<file path="config.mk">
export PLATFORM = sky130hd
export DESIGN_NAME = pio_port
export DESIGN_NICKNAME = d
export VERILOG_FILES = /design/src/rtl/pio_port.sv
export SDC_FILE = /design/constraint.sdc
export NUM_CORES = 1
export LEC_CHECK = 0
export BUFFER_PORTS_ARGS = -buffer_cell sky130_fd_sc_hd__buf_2
export CAP_MARGIN = 20
export CORE_ASPECT_RATIO = 0.8
export CORE_MARGIN = 2
export CORE_UTILIZATION = 44
export DETAILED_ROUTE_END_ITERATION = 10
export PLACE_DENSITY_LB_ADDON = 0.3
export RECOVER_POWER = 25
export SLEW_MARGIN = 20
export SYNTH_ARGS = -nofsm -noshare
export SYNTH_HDL_FRONTEND = slang
export SYNTH_SLANG_ARGS = --single-unit
</file>
<file path="constraint.sdc">
create_clock -name clk -period 1.3 [get_ports clk]
set_input_delay 0.26 -clock clk [delete_from_list [all_inputs] [get_ports clk]]
set_output_delay 0.26 -clock clk [all_outputs]
set_load 0.02 [all_outputs]
</file>
<file path="src/rtl/pio_port.sv">
module pio_port #(
  parameter int DATA_W = 8
) (
  input  logic              clk,
  input  logic              rst_n,
  input  logic [1:0]        bus_addr,
  input  logic              bus_wr,
  input  logic              bus_rd,
  input  logic [DATA_W-1:0] bus_wdata,
  output logic [DATA_W-1:0] bus_rdata,
  output logic              dev_tx_valid,
  input  logic              dev_tx_ready,
  output logic [DATA_W-1:0] dev_tx_data,
  input  logic              dev_rx_valid,
  output logic              dev_rx_ready,
  input  logic [DATA_W-1:0] dev_rx_data,
  input  logic              dev_fault
);
  localparam logic [1:0] OFS_STAT = 2'd0;
  localparam logic [1:0] OFS_CMD  = 2'd1;
  localparam logic [1:0] OFS_IN   = 2'd2;
  localparam logic [1:0] OFS_OUT  = 2'd3;
  localparam int PAD = DATA_W - 3;

  typedef enum logic [1:0] {S_IDLE, S_XFER, S_DONE, S_FIN} st_t;

  st_t st_q;
  logic busy_q, err_q, viol_q, cmd_q, dir_q, fault_q;
  logic [DATA_W-1:0] dout_q, din_q;

  wire wr_stat = bus_wr && (bus_addr == OFS_STAT);
  wire wr_cmd  = bus_wr && (bus_addr == OFS_CMD);
  wire wr_out  = bus_wr && (bus_addr == OFS_OUT);
  wire in_xfer = (st_q == S_XFER);

  assign dev_tx_valid = in_xfer && dir_q;
  assign dev_rx_ready = in_xfer && !dir_q;
  assign dev_tx_data  = dout_q;

  always_comb begin
    bus_rdata = '0;
    if (bus_rd) begin
      unique case (bus_addr)
        OFS_STAT: bus_rdata = {{PAD{1'b0}}, viol_q, err_q, busy_q};
        OFS_CMD:  bus_rdata = {{(DATA_W-2){1'b0}}, dir_q, cmd_q};
        OFS_IN:   bus_rdata = din_q;
        default:  bus_rdata = dout_q;
      endcase
    end
  end

  always_ff @(posedge clk) begin
    if (!rst_n) begin
      st_q    <= S_IDLE;
      busy_q  <= 1'b0;
      err_q   <= 1'b0;
      viol_q  <= 1'b0;
      cmd_q   <= 1'b0;
      dir_q   <= 1'b0;
      fault_q <= 1'b0;
      dout_q  <= '0;
      din_q   <= '0;
    end else begin
      if (wr_stat && bus_wdata[2]) viol_q <= 1'b0;
      if ((wr_cmd || wr_out) && busy_q) viol_q <= 1'b1;
      if (wr_cmd && !busy_q) {dir_q, cmd_q} <= bus_wdata[1:0];
      if (wr_out && !busy_q) dout_q <= bus_wdata;

      unique case (st_q)
        S_IDLE: if (cmd_q) begin
          busy_q  <= 1'b1;
          fault_q <= 1'b0;
          st_q    <= S_XFER;
        end
        S_XFER: begin
          if (dev_fault) begin
            fault_q <= 1'b1;
            st_q    <= S_DONE;
          end else if (dir_q ? dev_tx_ready : dev_rx_valid) begin
            if (!dir_q) din_q <= dev_rx_data;
            st_q <= S_DONE;
          end
        end
        S_DONE: begin
          cmd_q <= 1'b0;
          err_q <= fault_q;
          st_q  <= S_FIN;
        end
        default: begin
          busy_q <= 1'b0;
          st_q   <= S_IDLE;
        end
      endcase
    end
  end
endmodule

</file>
# After elaboration in Yosys (flattened, before gate mapping)
# Index checks and enable logic that the tools add are counted.
[op_classes]
bitwise_logic = 4
n_reduce_logical = 22
n_eq_ne = 8
muxes = 14
[op_table]
columns = ["operator", "count"]
rows = [
  ["8-bit case mux with 3 select lines", 1],
  ["1-bit logical AND", 9],
  ["8-bit 2-to-1 mux", 1],
  ["2-bit == test (second input constant)", 3],
  ["1-bit 2-to-1 mux", 6],
  ["2-bit 2-to-1 mux", 3],
  ["2-bit case mux with 3 select lines", 1],
  ["2-bit by 1-bit == test with 1-bit output (second input constant)", 2],
  ["2-bit zero test", 2],
  ["2-bit != test (second input constant)", 2],
  ["1-bit NOT", 4],
  ["1-bit case mux with 2 select lines", 2],
  ["2-bit AND reduction", 2],
  ["4-bit AND reduction", 1],
  ["2-bit nonzero test", 2],
  ["2-bit OR reduction", 2],
  ["3-bit by 2-bit != test with 1-bit output (second input constant)", 1],
  ["3-bit AND reduction", 1],
  ["1-bit zero test", 2],
  ["1-bit logical OR", 1],
]
[word_totals]
out_inout_bits = 18
reg_bits = 24
in_bits = 25
wordCells = 57

# Longest topological paths before layout
[logic_depth]
depth_word = 5
ltp_mapped = 6

# Least setup slack after synthesis
# OpenSTA, ideal clock, no wires.
[synth_timing]
path_kind = "register to output"
from = "register dout_q[0], in the netlist dev_tx_data[0]"
to = "output bus_rdata[0]"
setup_slack_ps = -15
path_stages_with_launch = 3
t_arrival_ps = 1055
n_path_buf = 0
path_cell_list = "dfxtp_1 > mux4_2 > and2_1"
[synth_via]
elab_chain_len = 2
[synth_rtl]
columns = ["item", "line_no", "text"]
rows = [
  ["start, declared", "29", "logic [DATA_W-1:0] dout_q, din_q;"],
  ["start signal, assigned", "67", "if (wr_out && !busy_q) dout_q <= bus_wdata;"],
  ["8-bit case mux with 3 select lines", "43", "unique case (bus_addr)"],
  ["8-bit 2-to-1 mux", "42", "if (bus_rd) begin"],
  ["end, declared", "10", "output logic [DATA_W-1:0] bus_rdata,"],
]
# No other way between the ends.

# Worst setup path after layout
[layout_timing]
from = "register dout_q[1], in the netlist dev_tx_data[1]"
to = "output bus_rdata[1]"
# The elaborated chain is that of the path after synthesis.

==> summary.txt <==
Run status
  – Status: finished, violations left
  – Failing checks: negative setup slack

Routing
  – Remaining DRCs: 0
  – WL final: approximately 3.3 mm
  – DR WL/cell: approximately 14 um
  – Via count: 1169
  – ANT nets after route: 0
  – Routed vias/inst: roughly 5.0
  – DRT iter0 DRCs: 29
  – DRT Pass-1 Iters: 4

Clock network
  – Number of buffers created by CTS: 3
  – Clock slew at reported path FFs: between 0.1 and 0.15 ns
  – Max Buffers Root-to-Sink: 2
  – CTS H-tree depth: 1
  – Clk_lat worst skew: 0.32 ns
  – Hold buffer count at CTS: 0
  – Root buffer cell: clkbuf_4
  – CTS tree: built
  – # clock sinks: 24

Yosys
  – Net Count, Synth: ~160
  – Cell taking the most area after synthesis: dfxtp_1
  – Top cells by count, synth: dfxtp_1 (24), nand2_1 (22), mux2i_1 (18), nor2b_1 (12), a21boi_1 (9)
  – Distinct cells, synth: 28
  – Mapped Area: approximately 0.0012 mm^2
  – Synth top area share: 0.387
  – Yosys warns: 0
  – Seq/Total Area, Yosys: 0.387
  – Gate count after technology mapping: 130
  – Post-synth EDFFs: 0
  – Commonest register cell after synthesis: dfxtp_1
  – Most frequent cell after synthesis: dfxtp_1
  – Yosys reg bits: 24
  – Post-synthesis async set-or-reset flop share: 0
  – Top cells by area, synth: dfxtp_1 (39%), mux2i_1 (15%), nand2_1 (6.7%)
  – Avg Inst Size Synth: ~9.5 um^2

Placement
  – # port buffers: between 40 and 50
  – Post-place instance area: between 0.0015 and 0.002 mm^2
  – Routability cong.: 0.857
  – DP HPWL: around 2.4 mm

Worst hold path
  – Hold depth: 3
  – Min-delay worst type: input port to register

Cells and area
  – Final core occ: 0.671
  – Final net count: between 200 and 250
  – # diodes: 0
  – Share of layout cells above drive strength 1: 0.521
  – P&R area growth vs syn: 47.2%
  – Finished Cell Area: ~0.0018 mm^2

Pwr
  – Static Leak: between 0.0007 and 0.0008 uW
  – Seq pwr share: 0.447
  – PD cells: roughly 1000 mW/mm^2
  – Switch Pwr: roughly 560 uW
  – Clock power share: 0.218
  – VDD IR max: ~0.00059 V
  – Internal Pwr Total: 1280 uW
  – Combinational cell fraction of total power: 0.335
  – Switching share of power: 0.303

Global routing
  – Vias in the first global route: between 1k and 1.5k
  – GRT Util Overall: 0.214
  – Total gr overflow: 0
  – First-pass GRT wire length: around 5.4 mm
  – Pin count of the biggest net entering global routing: 27
  – Initial antenna violation count: 0

Worst setup path
  – Required time of the critical path: 1.04 ns
  – FF-to-FF path depth: 6
  – CP Launch Type: register
  – R2r setup slk: 0 ns
  – Setup CP Type: register to output pin
  – Endpoint type of the worst setup path: output pin
  – Worst Path Arrival: between 1 and 1.5 ns
  – Crit-path max FO: 2

Floorplan
  – Die height: just over 50 um
  – Row cnt: 17
  – I/O Pins: between 40 and 50
  – Die area: 0.00326 mm^2
  – Core area: roughly 0.0027 mm^2
  – Initial core utilization: 0.456
  – Die width: about 63 um

STA
  – Slew Limit Fails: 0
  – Max-slew headroom: 0.737
  – Setup TNS: -1.37 ns
  – Worst hold slack: roughly 0.17 ns
  – Clock skew: 0.00905 ns
  – Worst slew pin tran: approximately 0.39 ns
  – Tcrit/Tclk final: 1.28
  – RSZ-0062 raised after global routing: true
  – Setup Viol. Count Final: 6
  – F_max: 603 MHz
  – Endpoints failing hold: 0
  – Worst Slack Setup Final: -0.359 ns
  – Min cycle time layout: between 1.5 and 2 ns

Run
  – Max Cap Violations: 0
-- per-layer routing --
layer	track usage	routed length, um	vias to the layer above
met3	0.0476	112	2
met2	0.407	1770	22
met4	0.0435	17	0
met1	0.248	1400	574
met5	0	0	-
li1	-	-	571
-- metrics by stage --
step	worst slack [ns]	total power [uW]	instances
after floorplan	0.0179	1120	130
after global placement	-0.195	1280	221
after detailed placement	-0.222	1310	221
after CTS	-0.366	1760	228
after global routing	-0.413	1930	232
final	-0.359	1840	232
-- power groups by stage --
stage	clock network [uW]	registers (uW)	logic, uW
2_1_floorplan	0	838	277
3_3_place_gp	0	822	461
3_5_place_dp	0	826	482
4_1_cts	405	819	535
5_1_grt	432	828	667
6_report	401	821	617
-- worst max-delay path, stage by stage, from the launching register on --
cell     delay (ns)
dfxtp_2        0.34
mux4_2         0.47
and2_4         0.15
buf_6          0.12
-- kinds of logic after synthesis --
| family | count (synthesis) | share of synthesized area |
|---|---|---|
| fa+ha+maj | 4 | 0.0403 |
| mux | 22 | 0.200 |
| compound gates | 17 | 0.0958 |
| buf+inv | 10 | 0.0433 |
| flops | 24 | 0.387 |
| simple gates | 53 | 0.234 |
-- what timing repair did --
item,4_1_cts,5_1_grt
setup endpoints to repair,15,23
gates cloned,0,0
setup buffers,3,4
resized for setup,25,24
pin swaps,4,5
-- layout by cell type (no fill, tap or decap), drive strengths merged --
master and instances:
mux2i 18, clkbuf 7, o31ai 1, nor2b 12, buf 63, inv 4
nand2b 2, and4b 1, nand2 22, ha 4, nor2 7, nand3 1
dfxtp 24, o211ai 1, mux2 2, o21ai 2, a21boi 9, nor3b 2
and2 3, and4bb 2, mux4 2, a22oi 1, nand4b 1, a21oi 3
-- layout make-up --
type,count,area [um^2]
Clock buffer,4,36.3
Fill cell,245,896
Inverter,4,15.0
Multi-Input combinational cell,96,776
Sequential cell,24,500
Tap cell,38,47.5
Timing Repair Buffer,66,452
-- registers in the layout (all words and copies together), names as in the netlist --
name,cells
dev_tx_data,8
err_q,1
viol_q,1
cmd_q,1
st_q,2
din_q,8
busy_q,1
dir_q,1
fault_q,1
-- path summary, 6_finish.rpt --
kind | start | end
max | dev_tx_data[1] | bus_rdata[1]
min | bus_wdata[6] | dev_tx_data[6]
max reg2reg | st_q[1] | din_q[6]
min reg2reg | dev_tx_data[7] | dev_tx_data[7]
Power figures use the tool's default switching activity.
